$ cat src/rtl/cto_pkg.sv
package cto_pkg;
  // Which master owns the cycle being timed
  typedef enum logic {
    OWN_EXT = 1'b0,
    OWN_INT = 1'b1
  } owner_e;

  localparam int unsigned NUM_OWN = 2;
endpackage

$ cat src/rtl/cto_cfg_regs.sv
// Timeout limit and enable; software updates through a write strobe.
module cto_cfg_regs #(
  parameter int unsigned LIM_W     = 16,
  parameter int unsigned RST_LIMIT = 1024
) (
  input  logic             clk,
  input  logic             rst_n,
  input  logic             wr,
  input  logic [LIM_W-1:0] wr_limit,
  input  logic             wr_enable,
  output logic [LIM_W-1:0] limit_q,
  output logic             enable_q
);
  localparam logic [LIM_W-1:0] LIMIT_INIT = LIM_W'(RST_LIMIT);

  always_ff @(posedge clk or negedge rst_n) begin
    if (!rst_n) begin
      limit_q  <= LIMIT_INIT;
      enable_q <= 1'b1;
    end else if (wr) begin
      limit_q  <= wr_limit;
      enable_q <= wr_enable;
    end
  end
endmodule

$ cat src/rtl/cto_owner.sv
// Captures the owner at cycle start and selects that owner's termination pair.
module cto_owner
  import cto_pkg::*;
(
  input  logic   clk,
  input  logic   rst_n,
  input  logic   start,
  input  logic   own_int_in,
  input  logic   ext_ack,
  input  logic   ext_err,
  input  logic   int_ack,
  input  logic   int_err,
  output owner_e own_q,
  output logic   term
);
  logic [NUM_OWN-1:0] done_vec;

  assign done_vec[OWN_EXT] = ext_ack | ext_err;
  assign done_vec[OWN_INT] = int_ack | int_err;
  assign term = done_vec[own_q];

  always_ff @(posedge clk or negedge rst_n) begin
    if (!rst_n)     own_q <= OWN_EXT;
    else if (start) own_q <= own_int_in ? OWN_INT : OWN_EXT;
  end
endmodule

$ cat src/rtl/cto_counter.sv
// Down counter per cycle; flags expiry on the edge where the count runs out.
module cto_counter #(
  parameter int unsigned LIM_W = 16
) (
  input  logic             clk,
  input  logic             rst_n,
  input  logic             start,
  input  logic [LIM_W-1:0] limit,
  input  logic             term,
  output logic             busy,
  output logic             expire
);
  localparam logic [LIM_W-1:0] ONE = LIM_W'(1);

  logic [LIM_W-1:0] cnt_q;
  logic [LIM_W-1:0] load_val;

  // A zero limit is promoted to one so the counter never wraps
  assign load_val = (limit == '0) ? ONE : limit;

  // Termination and a fresh start both outrank expiry
  assign expire = busy && !start && !term && (cnt_q == ONE);

  always_ff @(posedge clk or negedge rst_n) begin
    if (!rst_n) begin
      busy  <= 1'b0;
      cnt_q <= '0;
    end else if (start) begin
      busy  <= 1'b1;
      cnt_q <= load_val;
    end else if (busy) begin
      if (term || (cnt_q == ONE)) begin
        busy <= 1'b0;
      end else begin
        cnt_q <= cnt_q - ONE;
      end
    end
  end
endmodule

$ cat src/rtl/cto_err_route.sv
// One registered forced-error pulse per master, steered by the cycle owner.
module cto_err_route
  import cto_pkg::*;
(
  input  logic               clk,
  input  logic               rst_n,
  input  logic               expire,
  input  logic               enable,
  input  owner_e             own_q,
  output logic [NUM_OWN-1:0] frc
);
  for (genvar g = 0; g < NUM_OWN; g++) begin : g_dst
    logic sel;
    assign sel = (own_q == owner_e'(1'(g)));
    always_ff @(posedge clk or negedge rst_n) begin
      if (!rst_n) frc[g] <= 1'b0;
      else        frc[g] <= expire && enable && sel;
    end
  end
endmodule

$ cat src/rtl/cyc_timeout_mon.sv
module cyc_timeout_mon
  import cto_pkg::*;
#(
  parameter int unsigned LIM_W     = 16,
  parameter int unsigned RST_LIMIT = 1024
) (
  input  logic             clk,
  input  logic             rst_n,
  input  logic             cyc_start,
  input  logic             cyc_own_int,
  input  logic             ext_ack,
  input  logic             ext_err,
  input  logic             int_ack,
  input  logic             int_err,
  input  logic             cfg_wr,
  input  logic [LIM_W-1:0] cfg_limit,
  input  logic             cfg_enable,
  output logic             frc_ext_err,
  output logic             frc_int_err
);
  logic [LIM_W-1:0]   limit_q;
  logic               enable_q;
  owner_e             own_q;
  logic               own_int_q;
  logic               term;
  logic               busy;
  logic               expire;
  logic [NUM_OWN-1:0] frc;

  cto_cfg_regs #(.LIM_W(LIM_W), .RST_LIMIT(RST_LIMIT)) u_cfg (
    .clk(clk), .rst_n(rst_n), .wr(cfg_wr), .wr_limit(cfg_limit),
    .wr_enable(cfg_enable), .limit_q(limit_q), .enable_q(enable_q)
  );

  cto_owner u_own (
    .clk(clk), .rst_n(rst_n), .start(cyc_start), .own_int_in(cyc_own_int),
    .ext_ack(ext_ack), .ext_err(ext_err), .int_ack(int_ack), .int_err(int_err),
    .own_q(own_q), .term(term)
  );

  cto_counter #(.LIM_W(LIM_W)) u_cnt (
    .clk(clk), .rst_n(rst_n), .start(cyc_start), .limit(limit_q),
    .term(term), .busy(busy), .expire(expire)
  );

  cto_err_route u_route (
    .clk(clk), .rst_n(rst_n), .expire(expire), .enable(enable_q),
    .own_q(own_q), .frc(frc)
  );

  assign own_int_q   = (own_q == OWN_INT);
  assign frc_ext_err = frc[OWN_EXT];
  assign frc_int_err = frc[OWN_INT];
endmodule

$ cat config.mk
export PLATFORM = sky130hd
export DESIGN_NAME = cyc_timeout_mon
export DESIGN_NICKNAME = d
export VERILOG_FILES = /design/src/rtl/cto_pkg.sv /design/src/rtl/cto_cfg_regs.sv /design/src/rtl/cto_owner.sv /design/src/rtl/cto_counter.sv /design/src/rtl/cto_err_route.sv /design/src/rtl/cyc_timeout_mon.sv
export SDC_FILE = /design/constraint.sdc
export NUM_CORES = 1
export LEC_CHECK = 0
export BUFFER_PORTS_ARGS = -buffer_cell sky130_fd_sc_hd__buf_4
export CAP_MARGIN = 15
export CORE_MARGIN = 2
export CORE_UTILIZATION = 55
export DETAILED_ROUTE_END_ITERATION = 7
export PLACE_DENSITY_LB_ADDON = 0.08
export SLEW_MARGIN = 20
export SYNTH_ARGS = -nofsm -noshare
export SYNTH_HDL_FRONTEND = slang
export SYNTH_SLANG_ARGS = --single-unit
export TNS_END_PERCENT = 20
$ cat constraint.sdc
create_clock -name clk -period 2.25 [get_ports clk]
set_clock_uncertainty 0.15 [all_clocks]
set_input_delay 0.45 -clock clk [delete_from_list [all_inputs] [get_ports clk]]
set_output_delay 0.45 -clock clk [all_outputs]
set_load 0.02 [all_outputs]
==> impl_metrics.csv <==
group,metric,value,unit
cts,clock_sinks,37,
global_routing,grt_pass1_vias,1425,
place,hpwl,2900,um
setup_path,r2r_slack,0.22,ns
power,power-per-cell-area,646,mW/mm^2
floorplanning,dieArea,0.00398,mm^2
layout,synthToLayoutAreaGrowth,15.8,%
yosys,ys_seq_area_share,48.3,%
status,status,"finished clean",
yosys,async_reset_ff_share,100,%
floorplanning,dieHeight,63.1,um
min_path,hold_end,"u_cfg.limit_q[7]",
min_path,hold_depth,2,
sta,fin_setup_tns,0,ns
power,vdd_drop_max,331,uV
power,leakage,0.943,nW
yosys,synth.distinct_cells,47,
yosys,synth_edf_count,0,
sta,hold_viol,0,
floorplanning,num_rows,21,
route,drtIter0Drc,70,
floorplanning,io_pins,28,
min_path,min_path_type,"input pin to register",
route,post-route-drc-count,0,
setup_path,reg2reg_depth,7,
run,cap_violations,0,
setup_path,crit_type,"register to register",
layout,fill_cells,272,
sta,min_period,2.03,ns
min_path,min-delay-start,"cfg_limit[7]",
cts,ctsResizeCount,0,
place,dpl.cell_count,238,
route,routed_wl,3930,um
cts,cts_root_buf,"clkbuf_4",
cts,path_clk_slew,0.11,ns
yosys,syn_inst,171,
yosys,ys_ff_latch,37,
sta,fin_crit_sh,90.2,%
floorplanning,core-area,0.00334,mm^2
yosys,yosys_warnings,0,
setup_path,worstSetupEndpointType,"register",
setup_path,crit_path_start_kind,"register",
sta,rsz0062_at_grt,"no",
global_routing,grt_pass1_wl,6640,um
route,wl_per_cell,15.9,um
global_routing,antenna_found_initial,0,
yosys,synth_flop_cell,"dfrtp_1",
route,post_drt_via_cell_ratio,5.90,
place,io_buffer_count,27,
layout,nets,228,
route,vias,1457,
place,place_congestion,0.797,
sta,fmax,493,MHz
setup_path,r2r_start,"u_cnt.cnt_q[1]",
sta,whs,0.174,ns
cts,insertion_delay,0.35,ns
global_routing,track_usage,21.8,%
power,power.total,0.00144,W
setup_path,crit_fanout,5,
yosys,syn_area,0.00192,mm^2
setup_path,worstReg2RegEnd,"u_cnt.cnt_q[2]",
floorplanning,initial_utilization,57.6,%
yosys,syn_area_per_cell,11.2,um^2
layout,n_antenna_cell,0,
sta,setup_viol,0,
global_routing,grt_max_degree,38,
global_routing,gr-total-overflow,0,
setup_path,critPathRequiredTime,2.34,ns
setup_path,critPathLaunch,"u_cnt.cnt_q[1]",
layout,finalNonFillerCells,247,
sta,tightest_slew,0.459,ns
route,first_pass_iters,5,
setup_path,arrival,2.12,ns
floorplanning,die_w,63.1,um
cts,htreeDepth,2,
sta,maxSlewViolCount,0,
cts,cts_tree,"yes",
yosys,synth_fp_nets,199,
layout,utilization,66.7,%
cts,clock_path_buffers,2,
sta,max_slew_margin,69.4,%
layout,drive_gt1_share,34.8,%
route,ant_nets,0,
cts,cts_made_buffers,5,
[registers in the layout, summed over array words and instances (netlist names)]
| signal | flops |
|---|---|
| u_cfg.enable_q | 1 |
| u_cfg.limit_q | 16 |
| u_cnt.busy | 1 |
| u_cnt.cnt_q | 16 |
| u_own.own_q | 1 |
| u_route.frc | 2 |
[cells by family (layout without fill, tap and decap cells)]
logic type | count (synthesis) | after routing | share of synthesized area (%)
flops | 37 | 37 | 48.3
fa+ha+maj | 2 | 2 | 1.30
compound gates | 26 | 26 | 8.40
mux | 19 | 19 | 11.1
simple gates | 64 | 64 | 23.2
xor+xnor | 10 | 10 | 4.56
buf+inv | 13 | 43 | 3.06
[cell type report]
| type | instances | area [um^2] | share of cell area, % |
|---|---|---|---|
| well taps | 46 | 57.6 | 2.59 |
| flip-flops and latches | 37 | 928 | 41.7 |
| clock buffers | 5 | 37.5 | 1.69 |
| multi-input cells | 121 | 935 | 42.0 |
| clock inverters | 3 | 17.5 | 0.787 |
| repair buffers | 31 | 235 | 10.6 |
| inverters | 4 | 15.0 | 0.675 |
[layout by cell type, fill, tap and decap left out, drive strengths merged, types with 2 or more instances in the layout]
cell,instances
a21oi,5
a31oi,3
nor4,8
nand3,6
mux2,19
a21o,2
nor2,7
nand4,9
clkbuf,5
clkinv,2
o21ai,9
ha,2
buf,30
nor3,4
dfrtp,35
nor2b,3
o31ai,2
nor4b,2
or4,3
xor2,8
dfstp,2
nand2,13
inv,4
xnor2,2
[worst max path at each step]
stage / endpoint / slack, ns / cells past startpoint
6_report: u_cnt.cnt_q[2] / 0.22 / 7
3_3_place_gp: u_cnt.cnt_q[15] / 0.27 / 7
2_1_floorplan: u_cnt.cnt_q[15] / 0.40 / 6
4_1_cts: u_cnt.cnt_q[2] / 0.22 / 7
3_5_place_dp: u_cnt.cnt_q[13] / 0.22 / 6
5_1_grt: u_cnt.cnt_q[5] / 0.06 / 6
[routing by layer]
| metal | vias to the layer above | GRT usage (%) | routed length (um) |
|---|---|---|---|
| li1 | 689 | - | - |
| met1 | 696 | 28.5 | 1740 |
| met2 | 60 | 34.6 | 1870 |
| met3 | 12 | 4.46 | 260 |
| met4 | 0 | 10.6 | 61 |
| met5 | - | 0 | 0 |
[cell usage after synthesis, drive strengths merged, types with 3 or more instances]
master   n  share of area, %
clkbuf   5              0.98
nor3     4               1.3
xor2     8               3.6
o21ai    9               2.3
nand2   13               2.7
nand3    6               1.6
nor2     7               1.4
nand4    9               4.4
nor4     8               4.5
buf      4               1.3
mux2    19                11
or4      3               1.2
inv      4              0.78
nor2b    3              0.98
a31oi    3              0.98
dfrtp   35                46
a21oi    5               1.3
[timing repair]
item                                   in CTS  in global routing
buffers inserted                            0                  0
endpoints found under the hold margin      35                  0
hold buffers                                1                  0
[report_power, final]
part | total [W] | leakage [nW] | switching [W] | internal [W]
sequential | 0.000842 | 0.439 | 0.000102 | 0.000739
clock | 0.000343 | 0.0310 | 0.000225 | 0.000118
combinational | 0.000254 | 0.473 | 0.000117 | 0.000136
total | 0.00144 | 0.943 | 0.000445 | 0.000993
[critical path, cell delays in order (launching register included)]
cell and delay, ns:
dfrtp_1 0.45, inv_1 0.10, ha_1 0.23, nor4b_1 0.34
nand4_2 0.22, nand3_1 0.18, xor2_1 0.16, o21ai_1 0.07
[per-stage QoR]
step / setup slack, ns / cell area, um^2
floorplan: 0.403 / 1920
global placement: 0.271 / 2160
detailed placement: 0.222 / 2160
CTS: 0.218 / 2230
global route: 0.0612 / 2230
finish: 0.220 / 2230
No activity file was read; power rests on OpenSTA's default activity.
